==> src/rtl/triwave_pkg.sv <==
package triwave_pkg;
  localparam int DATA_W = 12;
  localparam int AMP_W  = 4;

  // Peak for an amplitude code: 2^(code+1)-1, clipped to full scale
  function automatic logic [DATA_W-1:0] peak_of(input logic [AMP_W-1:0] code);
    if (int'(code) >= DATA_W - 1) return '1;
    return DATA_W'((1 << (int'(code) + 1)) - 1);
  endfunction

  // Base plus ramp with clipping at full scale
  function automatic logic [DATA_W-1:0] sat_add(input logic [DATA_W-1:0] base,
                                                 input logic [DATA_W-1:0] ramp);
    logic [DATA_W:0] s;
    s = {1'b0, base} + {1'b0, ramp};
    return s[DATA_W] ? '1 : s[DATA_W-1:0];
  endfunction
endpackage

==> src/rtl/tri_amp_lock.sv <==
module tri_amp_lock
  import triwave_pkg::*;
#(
  parameter int AW = AMP_W,
  parameter int DW = DATA_W
) (
  input  logic          clk,
  input  logic          rst_n,
  input  logic          chan_en,
  input  logic [AW-1:0] amp_sel,
  output logic [AW-1:0] amp_q,
  output logic          armed,
  output logic [DW-1:0] peak
);
  logic en_q;
  logic capture;

  assign capture = chan_en && !en_q;
  assign armed   = en_q;
  assign peak    = peak_of(amp_q);

  always_ff @(posedge clk or negedge rst_n) begin
    if (!rst_n) begin
      en_q  <= 1'b0;
      amp_q <= '0;
    end else begin
      en_q <= chan_en;
      if (capture) amp_q <= amp_sel;
    end
  end
endmodule

==> src/rtl/tri_step_counter.sv <==
module tri_step_counter #(
  parameter int DW = triwave_pkg::DATA_W
) (
  input  logic          clk,
  input  logic          rst_n,
  input  logic          chan_en,
  input  logic          armed,
  input  logic          trig_en,
  input  logic          trig_pulse,
  input  logic [DW-1:0] peak,
  output logic [DW-1:0] cnt,
  output logic          dir_down,
  output logic          step
);
  logic trig_q;

  assign step = chan_en && armed && trig_en && trig_pulse && !trig_q;

  always_ff @(posedge clk or negedge rst_n) begin
    if (!rst_n) begin
      cnt      <= '0;
      dir_down <= 1'b0;
      trig_q   <= 1'b0;
    end else begin
      trig_q <= trig_pulse;
      if (!chan_en) begin
        cnt      <= '0;
        dir_down <= 1'b0;
      end else if (step) begin
        if (!dir_down) begin
          if (cnt >= peak) begin
            dir_down <= 1'b1;
            cnt      <= cnt - 1'b1;
          end else begin
            cnt <= cnt + 1'b1;
          end
        end else begin
          if (cnt == '0) begin
            dir_down <= 1'b0;
            cnt      <= DW'(1);
          end else begin
            cnt <= cnt - 1'b1;
          end
        end
      end
    end
  end
endmodule

==> src/rtl/tri_sat_sum.sv <==
module tri_sat_sum
  import triwave_pkg::*;
#(
  parameter int DW = DATA_W
) (
  input  logic [DW-1:0] base,
  input  logic [DW-1:0] ramp,
  output logic [DW-1:0] sum,
  output logic          clipped
);
  logic [DW:0] raw;
  assign raw     = {1'b0, base} + {1'b0, ramp};
  assign clipped = raw[DW];
  assign sum     = sat_add(base, ramp);
endmodule

==> src/rtl/tri_wave_gen.sv <==
module tri_wave_gen
  import triwave_pkg::*;
#(
  parameter int DW = DATA_W,
  parameter int AW = AMP_W
) (
  input  logic          clk,
  input  logic          rst_n,
  input  logic          chan_en,
  input  logic          trig_en,
  input  logic          trig_pulse,
  input  logic [AW-1:0] amp_sel,
  input  logic [DW-1:0] base_data,
  output logic [DW-1:0] wave_out
);
  logic [AW-1:0] amp_q;
  logic          armed;
  logic [DW-1:0] peak;
  logic [DW-1:0] cnt;
  logic          dir_down;
  logic          step;
  logic          clipped;

  tri_amp_lock #(.AW(AW), .DW(DW)) u_lock (
    .clk(clk), .rst_n(rst_n), .chan_en(chan_en), .amp_sel(amp_sel),
    .amp_q(amp_q), .armed(armed), .peak(peak)
  );

  tri_step_counter #(.DW(DW)) u_cnt (
    .clk(clk), .rst_n(rst_n), .chan_en(chan_en), .armed(armed),
    .trig_en(trig_en), .trig_pulse(trig_pulse), .peak(peak),
    .cnt(cnt), .dir_down(dir_down), .step(step)
  );

  tri_sat_sum #(.DW(DW)) u_sum (
    .base(base_data), .ramp(cnt), .sum(wave_out), .clipped(clipped)
  );
endmodule

==> config.mk <==
export PLATFORM = sky130hd
export DESIGN_NAME = tri_wave_gen
export DESIGN_NICKNAME = d
export VERILOG_FILES = /design/src/rtl/triwave_pkg.sv /design/src/rtl/tri_amp_lock.sv /design/src/rtl/tri_step_counter.sv /design/src/rtl/tri_sat_sum.sv /design/src/rtl/tri_wave_gen.sv
export SDC_FILE = /design/constraint.sdc
export NUM_CORES = 1
export LEC_CHECK = 0
export BUFFER_PORTS_ARGS = -buffer_cell sky130_fd_sc_hd__buf_2
export CAP_MARGIN = 20
export CORE_UTILIZATION = 35
export DETAILED_ROUTE_END_ITERATION = 12
export MAX_ROUTING_LAYER = met4
export PLACE_DENSITY = 0.56
export SYNTH_ARGS = -nofsm -noshare
export SYNTH_HDL_FRONTEND = slang
export SYNTH_SLANG_ARGS = --single-unit
==> constraint.sdc <==
create_clock -name clk -period 4.65 [get_ports clk]
set_input_delay 0.93 -clock clk [delete_from_list [all_inputs] [get_ports clk]]
set_output_delay 0.93 -clock clk [all_outputs]
set_load 0.02 [all_outputs]
# Word-level counts from Yosys, hierarchy flattened
# Index checks and enable logic that the tools add are counted.
# classes
addsub	5
n_lt_le_gt_ge	2
eq_ne	1
reduce_logical	8
n_mux	14
shift	1
# op_table
operator	n
$mux W12	8
$shl A1 B32 Y12 const A	1
$add A12 B12 Y13	1
$add A12 B1 Y12 const B	1
$ge A12 B12 Y1	1
$logic_not A12 Y1	1
$sub A12 B1 Y12 const B	1
$sub A12 B2 Y12 const B	1
$mux W1	6
$add A4 B1 Y5 const B	1
$logic_and A1 B1 Y1	5
$ge A4 B4 Y1 const B	1
$logic_not A1 Y1	2
$ne A2 B1 Y1 const B	1
# word_totals
regBits	19
inputBits	21

# Depth between registers and ports, before layout
# Gate-level depths: netlist (run 1).
# logic_depth
depth_word	9
mapped_depth	17
mapped_depth_nobuf	15

# By module
# Synthesis (run 1) repeated with hierarchy kept, for this count alone.
# unflattened
hier_cells	296
area_unflattened_um2	2477.4
# by_module_without_submodules
mod	cells_per_inst	instances	seq_area_each_um2	area_per_inst_um2
tri_step_counter	161	1	350.3	1393.8
tri_sat_sum	78	1	0.0	603.1
tri_amp_lock	57	1	125.1	480.5

# Worst setup path before layout (run 1)
# Ideal clock, no wire load.
# synth_timing
kind	input port to output port
start	input base_data[0]
end	output wave_out[2]
path_buffers	1
slack_ps	767
arrival_time_ps	2953
path_stages	11
t_required_ps	3720
cell_sequence	ha_1 -> inv_1 -> fa_1 -> nor2b_1 -> o21ai_0 -> a21boi_1 -> o311a_1 -> a221o_1 -> a21oi_1 -> buf_4 -> o21ai_0
# synth_via
elab_chain_cells	2
# synth_rtl
element	line	rtl
start, declared	tri_wave_gen.sv:13	input logic [DW-1:0] base_data,
$add A12 B12 Y13	triwave_pkg.sv:15	s = {1'b0, base} + {1'b0, ramp};
$mux W12	triwave_pkg.sv:16	return s[DATA_W] ? '1 : s[DATA_W-1:0];
end, declared	tri_wave_gen.sv:14	output logic [DW-1:0] wave_out
# Every way passes these cells.

# Worst setup path after layout (run 1)
# layout_timing
start	input base_data[0]
end	output wave_out[6]
# The elaborated chain is that of the path after synthesis.

==> impl_metrics.ini, run 1 <==
[status]
status = finished clean

[placement]
io_buffer_count = 32
placed_area_um2 = 2420
dp_cells = 378
gp_congestion = 0.826
dpl.hpwl_mm = 4.11
pre_cts_slack_ps = 492

[floorplanning]
coreArea_um2 = 5990
die-width_um = 81.3
die_y_um = 81.3
start_util = 0.367
rows = 28
die_area_um2 = 6600
io_pins = 33

[setup_path]
crit_required_ps = 3720
crit_buf_inv = 4
critical_path_class = primary input to output port
slowest_stage = a221o_1
path_max_fanout = 11
worstSetupEndpointType = output port
crit_arrival_ps = 3240
worstSetupStartpointType = primary input
slowest_delay_ps = 380
crit_chain = buf_2 -> ha_1 -> inv_1 -> fa_1 -> nor2b_1 -> o21ai_0 -> a21boi_1 -> o311a_1 -> a221o_1 -> a21oi_1 -> buf_4 -> o21ai_0 -> buf_2
cpLargestDelayFamily = compound AO/OA/AOI/OAI gates

[cts]
cts.root.buffer_cell = clkbuf_8
cts.sinks = 19
htree_levels = 1
path_clk_slew_ps = 80
cts_buffer_depth = 2
ctsResizeCount = 0
numCtsBuffers = 3
cts_tree = built
cts_hold_buf = 0
insertion_delay_ps = 270
postCtsSetupBuffers = 0

[timing]
skew_ps = 5.93
setup_violations = 0
tightest_slew_ps = 514
slew_violations = 0
rsz0062_at_grt = no
maxClockFrequency_mhz = 240
hold_ws_ps = 605
hold_violations = 0
period_needed_ps = 4170
finalSetupTns_ps = 0
relSlewSlack = 0.654
final.setup.worst_slack_ps = 484
min_period_over_period = 0.896

[power]
power_density_nw_per_um2 = 301
peakVddDrop_uv = 140
cellLeakagePower_nw = 1.16

[route]
vias = 2035
via_per_inst = 5.31
drc = 0
drt-total-wl_mm = 5.35
wire_per_inst_um = 14.0
firstDrtPassIters = 4
drtAntennaViolNets = 0
drtIter0Drc = 121

[yosys]
synth_edf_count = 0
yosysWarnings = 0
syn_inst = 276
synthArstFlopShare = 1.00
yosysSeqAreaShare = 0.216
syn_area_per_cell_um2 = 7.97
synth_flop_cell = dfrtp_1
yosys_register_bits = 19
yosysTopAreaCellShare = 0.216
synthTopCellsByArea = dfrtp_1 (22%), ha_1 (16%), nand2_1 (4.8%)
ys_types = 58
yosysTopAreaCell = dfrtp_1
synth_area_um2 = 2200

[global_route]
grt_pass1_wl_mm = 8.63
antenna_found_initial = 0
gr-total-overflow = 0
grt_pass1_vias = 1805
grt_max_degree = 20
grt.total_usage = 0.175

[cells_and_area]
fin_area_um2 = 2480
n_antenna_cell = 0
final_nets = 359
final_cells = 383
syn2layout_area_growth_pct = 12.7
final_layout_size_suffix_gt1_frac = 0.185

[flow_run]
drv_cap = 0

[hold_path]
hp-class = primary input to asynchronous set/reset pin
[routing by layer]
metal | routed length (um) | track usage
met5 | 0 | -
met4 | 55 | 0.0482
met3 | 141 | 0.0135
met2 | 2360 | 0.269
met1 | 2790 | 0.246
[worst reg2reg max path, delay by kind of cell (launching register included)]
family                     cells  cell delay, ps
AOI/OAI and AO/OA              9            1330
adders and majority gates      2             700
buffers and inverters          2             390
DFF                            1             530
and+or+nand+nor                3             790
[state kept, by name, summed over array words and instances (netlist names)]
register        count
u_cnt.cnt          12
u_lock.amp_q        4
u_cnt.dir_down      1
u_cnt.trig_q        1
u_lock.armed        1
[synthesized netlist by cell type, types with 2 or more instances]
master	number
a31oi_1	2
a2bb2oi_1	2
mux2_2	3
inv_1	14
o21a_1	3
nand3_1	10
buf_6	2
o21ai_0	21
or3_1	2
ha_1	28
or3_4	2
o21ai_1	3
and2_1	5
nor2b_1	10
a21o_1	3
nand2b_1	3
a21oi_1	20
nand2_1	28
buf_4	2
nor4b_1	2
nor3_1	9
mux2i_1	8
a211oi_1	4
dfrtp_1	19
nor2_1	22
o211ai_1	6
o22ai_1	3
xor2_1	3
or2_2	3
clkbuf_1	5
o311a_1	2
[where the power goes]
part	switching (mW)	internal [mW]
logic	0.224	0.179
registers	0.0401	0.181
clock network	0.0609	0.0612
total	0.325	0.422
[stage by stage]
stage               utilization  total power, mW
CTS                       0.412            0.745
floorplan                     -            0.518
finish                    0.414            0.746
detailed placement        0.405            0.622
global route              0.414            0.806
global placement          0.405            0.621
[kinds of logic (layout without fill, tap and decap cells)]
group	after synthesis	count (layout)	synth area share
muxes	11	11	0.0518
other	1	2	0.00171
and+or+nand+nor	107	107	0.259
buffers and inverters	24	55	0.0518
DFF	19	19	0.216
xor gates and xnor gates	4	4	0.0159
adders and majority gates	29	29	0.168
AOI/OAI and AO/OA	81	81	0.235
[cell usage in the layout (no fill, tap or decap), types with 3 or more instances in the layout]
master | netlist | routed
buf_2 | 0 | 32
nand2_1 | 28 | 28
ha_1 | 28 | 28
nor2_1 | 22 | 22
o21ai_0 | 21 | 21
a21oi_1 | 20 | 20
dfrtp_1 | 19 | 19
inv_1 | 14 | 14
nor2b_1 | 10 | 10
nand3_1 | 10 | 10
nor3_1 | 9 | 9
mux2i_1 | 8 | 8
o211ai_1 | 6 | 6
and2_1 | 5 | 5
buf_4 | 2 | 5
a211oi_1 | 4 | 4
or2_2 | 3 | 3
a21o_1 | 3 | 3
o21a_1 | 3 | 3
xor2_1 | 3 | 3
o22ai_1 | 3 | 3
o21ai_1 | 3 | 3
nand2b_1 | 3 | 3
mux2_2 | 3 | 3
clkbuf_8 | 0 | 3
[worst paths after layout]
check / end / depth (start not counted) / slack, ps / startpoint
worst min register to register: u_cnt.dir_down / 1 / 610 / u_cnt.dir_down
min in group clk: u_cnt.dir_down / 1 / 610 / u_cnt.dir_down
worst max-delay path: wave_out[6] / 13 / 480 / base_data[0]
worst max register to register: u_cnt.cnt[8] / 16 / 810 / u_lock.amp_q[3]
max in group asynchronous: u_lock.amp_q[3] / 1 / 3720 / rst_n
worst min-delay path: u_cnt.cnt[4] / 1 / 610 / rst_n
[final cells by class]
class | instances | area (um^2)
fillers | 620 | 3510
multi-input cells | 234 | 1610
clock buffers | 4 | 45.0
flip-flops and latches | 19 | 475
well taps | 75 | 93.8
inverters | 14 | 52.6
repair buffers | 37 | 198
No activity file was read; power rests on OpenSTA's default activity.
==> run 2: changes to the inputs <==
--- a/config.mk
+++ b/config.mk
@@ -6,11 +6,11 @@
 export NUM_CORES = 1
 export LEC_CHECK = 0
 export BUFFER_PORTS_ARGS = -buffer_cell sky130_fd_sc_hd__buf_2
-export CAP_MARGIN = 20
 export CORE_UTILIZATION = 35
 export DETAILED_ROUTE_END_ITERATION = 12
 export MAX_ROUTING_LAYER = met4
 export PLACE_DENSITY = 0.56
 export SYNTH_ARGS = -nofsm -noshare
 export SYNTH_HDL_FRONTEND = slang
+export SYNTH_HIERARCHICAL = 1
 export SYNTH_SLANG_ARGS = --single-unit
==> run 2 against run 1 <==
Design area is 8.1% higher. Hold slack worse by 81 ps. Sequential share of layout area is 1.4 points lower. Core utilization is 1.9 points lower. Via count is 0.84% higher. Clock power hardly changed.
==> impl_metrics.ini, run 2 <==
[cells_and_area]
final_common_cell = buf_2
final_layout_size_suffix_gt1_frac = 0.210
fin_area_um2 = 2680
syn2layout_area_growth_pct = 8.24
nFillCells = 691
max_flop_register = u_cnt/cnt
layout.cells.most_common_list = buf_2 (32), nand2_1 (28), ha_1 (28), inv_1 (19), dfrtp_1 (19)
largestRegisters = u_cnt/cnt: 12 flops, u_lock/amp_q: 4 flops
multi_input_area_um2 = 1790
seqCellArea_um2 = 475
n_antenna_cell = 0
largest_reg_flops = 12
final_nets = 366

[global_route]
grt_max_degree = 20
grt_pass1_wl_mm = 9.36
grt_pass1_vias = 1992
gr-total-overflow = 0
grt.total_usage = 0.161
antenna_found_initial = 0

[cts]
htree_levels = 1
cts_buffer_depth = 2
cts_tree = built
cts.root.buffer_cell = clkbuf_8
insertion_delay_ps = 260
cts.sinks = 19
cts_hold_buf = 0
numCtsBuffers = 3
path_clk_slew_ps = 70
postCtsSetupBuffers = 0
ctsResizeCount = 0

[timing]
skew_ps = 1.52
maxClockFrequency_mhz = 242
finalSetupTns_ps = 0
hold_violations = 0
rsz0062_at_grt = no
min_period_over_period = 0.890
tightest_slew_ps = 978
relSlewSlack = 0.346
hold_ws_ps = 524
slew_violations = 0
setup_violations = 0
period_needed_ps = 4140

[setup_path]
worstSetupEndpointType = output port
slowest_stage = a21boi_2
crit_chain = buf_2 -> ha_1 -> fa_1 -> a21o_1 -> a221oi_2 -> o21ai_2 -> a21boi_2 -> nand2_2 -> buf_2
cp-startpoint = base_data[0]
slowest_delay_ps = 530
rr_startpoint = u_lock/amp_q[2]
critical_path_class = primary input to output port
r2r-end = u_cnt/cnt[3]
crit_required_ps = 3720
worstSetupStartpointType = primary input
crit_arrival_ps = 3210
path_max_fanout = 11
reg2reg_slack_ps = 1060
r2r_cells = 14
crit_top_cell = buf_2

[power]
power_density_nw_per_um2 = 170
peakVddDrop_uv = 75.7
cellLeakagePower_nw = 1.39

[hold_path]
hp-start = u_cnt/dir_down
whs_path_depth = 2
hold-path-endpoint = u_cnt/dir_down
hp-class = flip-flop to flip-flop

[flow_run]
drv_cap = 0

[floorplanning]
coreArea_um2 = 6790
io_pins = 33
start_util = 0.364
die_y_um = 86.1
die-width_um = 86.1
rows = 30
die_area_um2 = 7410

[placement]
placed_area_um2 = 2630
dpl.hpwl_mm = 4.12
io_buffer_count = 32
gp_congestion = 0.773

[status]
status = finished clean

[yosys]
yosysWarnings = 6
synth_area_um2 = 2470
syn_area_per_cell_um2 = 8.39
syn_inst = 295

[route]
drtIter0Drc = 124
drt-total-wl_mm = 5.45
vias = 2052
drc = 0
drtAntennaViolNets = 0
wire_per_inst_um = 13.3
firstDrtPassIters = 4
via_per_inst = 4.99
run 2: through the flow:
| stage | cells | setup slack [ps] | power [mW] | utilization |
|---|---|---|---|---|
| after floorplan | 296 | 1070 | 0.306 | - |
| after global placement | 407 | 520 | 0.336 | 0.387 |
| after detailed placement | 407 | 475 | 0.337 | 0.387 |
| after CTS | 411 | 465 | 0.461 | 0.394 |
| after global routing | 411 | 352 | 0.491 | 0.394 |
| final | 411 | 509 | 0.454 | 0.394 |
run 2: worst max-delay path, delay by kind of cell:
kind                     cells  cell delay [ps]
AND/OR/NAND/NOR              1               90
AO/OA/AOI/OAI                4             1270
buffers and inverters        2              290
adder cells (fa/ha/maj)      2              640
run 2: worst max path at each step:
stage,end,cells after the start
2_1_floorplan,wave_out[10],8
3_3_place_gp,wave_out[1],9
3_5_place_dp,wave_out[10],9
4_1_cts,wave_out[10],9
5_1_grt,wave_out[1],9
6_report,wave_out[10],9
run 2: final cells by class:
type	instances	area share
Clock inverter	1	0.00187
Sequential cell	19	0.178
Clock buffer	3	0.0154
Multi-Input combinational cell	239	0.670
Tap cell	96	0.0449
Timing Repair Buffer	33	0.0626
Inverter	20	0.0280
run 2: layer usage:
metal | GRT usage | wire length, um
met5 | - | 0
met4 | 0.0470 | 65
met1 | 0.210 | 2750
met2 | 0.264 | 2530
met3 | 0.0135 | 99
run 2: power breakdown:
part	switching [mW]	leakage [nW]	internal [mW]	total, mW
clock network	0.0607	0.0255	0.0598	0.121
logic	0.0771	1.12	0.0642	0.141
registers	0.0211	0.252	0.171	0.192
==> run 3: changes to the inputs <==
--- a/config.mk
+++ b/config.mk
@@ -10,6 +10,7 @@
 export DETAILED_ROUTE_END_ITERATION = 12
 export MAX_ROUTING_LAYER = met4
 export PLACE_DENSITY = 0.56
+export RECOVER_POWER = 50
 export SYNTH_ARGS = -nofsm -noshare
 export SYNTH_HDL_FRONTEND = slang
 export SYNTH_HIERARCHICAL = 1
==> run 3 against run 2 <==
Wire length is 0.42% higher. Register-to-register slack hardly changed. Clock power hardly changed. Non-clock buffer count stayed put. Global-route usage stayed put. Sequential share of layout area hardly changed. Die area stayed put. Clock skew is 0.78 ps higher. Sequential power hardly changed. Final cell count stayed put. Design area hardly changed.
==> impl_metrics.ini, run 3 (synthesized netlist as in run 2, its figures left out) <==
[setup_path]
worstSetupEndpointType = output port
crit_arrival_ps = 3210
worstSetupStartpointType = primary input
critical_path_class = primary input to output port
path_max_fanout = 11
reg2reg_slack_ps = 1060
crit_required_ps = 3720

[floorplanning]
coreArea_um2 = 6790
die_area_um2 = 7410
start_util = 0.364
die-width_um = 86.1
die_y_um = 86.1
io_pins = 33
rows = 30

[timing]
finalSetupTns_ps = 0
hold_ws_ps = 524
rsz0062_at_grt = no
maxClockFrequency_mhz = 242
tightest_slew_ps = 1090
slew_violations = 0
min_period_over_period = 0.890
final.setup.worst_slack_ps = 509
relSlewSlack = 0.272
hold_violations = 0
setup_violations = 0
skew_ps = 2.30
period_needed_ps = 4140

[cts]
postCtsSetupBuffers = 0
numCtsBuffers = 3
htree_levels = 1
cts_buffer_depth = 2
cts_tree = built
cts_hold_buf = 0
insertion_delay_ps = 260
path_clk_slew_ps = 70
ctsResizeCount = 0
cts.sinks = 19
cts.root.buffer_cell = clkbuf_8

[power]
p_total_mw = 0.454
peakVddDrop_uv = 76.4
power_density_nw_per_um2 = 170
cellLeakagePower_nw = 1.39

[placement]
io_buffer_count = 32
dpl.hpwl_mm = 4.12
gp_congestion = 0.773
pre_cts_slack_ps = 475

[cells_and_area]
nFillCells = 693
final_common_cell = buf_2
largest_reg_flops = 12
largestRegisters = u_cnt/cnt: 12 flops, u_lock/amp_q: 4 flops
final_nets = 366
layout.cells.most_common_list = buf_2 (30), nand2_1 (28), ha_1 (28), inv_1 (19), dfrtp_1 (19)
final_util = 0.394
max_flop_register = u_cnt/cnt
n_antenna_cell = 0
syn2layout_area_growth_pct = 8.14
final_layout_size_suffix_gt1_frac = 0.203

[global_route]
grt_pass1_wl_mm = 9.36
antenna_found_initial = 0
grt_pass1_vias = 1992
grt.total_usage = 0.161
gr-total-overflow = 0
grt_max_degree = 20

[route]
drt-total-wl_mm = 5.47
vias = 2063
drtAntennaViolNets = 0
via_per_inst = 5.02
drc = 0
drtIter0Drc = 124
firstDrtPassIters = 4
wire_per_inst_um = 13.3

[status]
status = finished clean

[flow_run]
drv_cap = 0

[hold_path]
hp-class = flip-flop to flip-flop
[run 3: cell types whose count changed in the layout (fill, tap and decap cells not counted)]
| cell | previous run | this run |
|---|---|---|
| clkbuf_1 | 0 | 2 |
| buf_2 | 32 | 30 |
[run 3: power breakdown]
group / switching (mW) / internal, mW / total (mW)
clock network: 0.0611 / 0.0598 / 0.121
registers: 0.0211 / 0.171 / 0.192
logic: 0.0772 / 0.0640 / 0.141
total: 0.159 / 0.295 / 0.454
[run 3: critical path, stage by stage]
cell and delay, ps:
buf_2 100, ha_1 230, fa_1 410, a21o_1 220, a221oi_2 370, o21ai_2 150, a21boi_2 530, nand2_2 90
buf_2 190
[run 3: layout make-up]
cell class,instances,area (um^2),share of cell area
well taps,96,120,0.0449
multi-input cells,239,1790,0.670
repair buffers,33,165,0.0617
clock buffers,3,41.3,0.0154
inverters,20,75.1,0.0281
flip-flops and latches,19,475,0.178
clock inverters,1,5.00,0.00187
[run 3: worst paths after layout]
path / start / to / cells past startpoint
min in group asynchronous: rst_n / u_lock/amp_q[2] / 1
setup reg to reg: u_lock/amp_q[2] / u_cnt/cnt[3] / 14
hold / removal: u_cnt/dir_down / u_cnt/dir_down / 2
max in group asynchronous: rst_n / u_cnt/cnt[7] / 1
setup / recovery: base_data[0] / wave_out[10] / 9
hold reg to reg: u_cnt/dir_down / u_cnt/dir_down / 2
[run 3: through the flow]
step                area [um^2]  instances
finish                     2680        411
global route               2680        411
CTS                        2680        411
detailed placement         2630        407
global placement           2630        407
floorplan                  2480        296
[run 3: per-layer routing]
| metal | wire, um | part of all wire | vias up | GRT usage |
|---|---|---|---|---|
| met2 | 2530 | 0.46 | 34 | 0.264 |
| met1 | 2760 | 0.51 | 944 | 0.210 |
| met5 | 0 | 0 | - | - |
| li1 | - | - | 1079 | - |
| met4 | 65 | 0.012 | 0 | 0.0470 |
| met3 | 107 | 0.020 | 6 | 0.0135 |
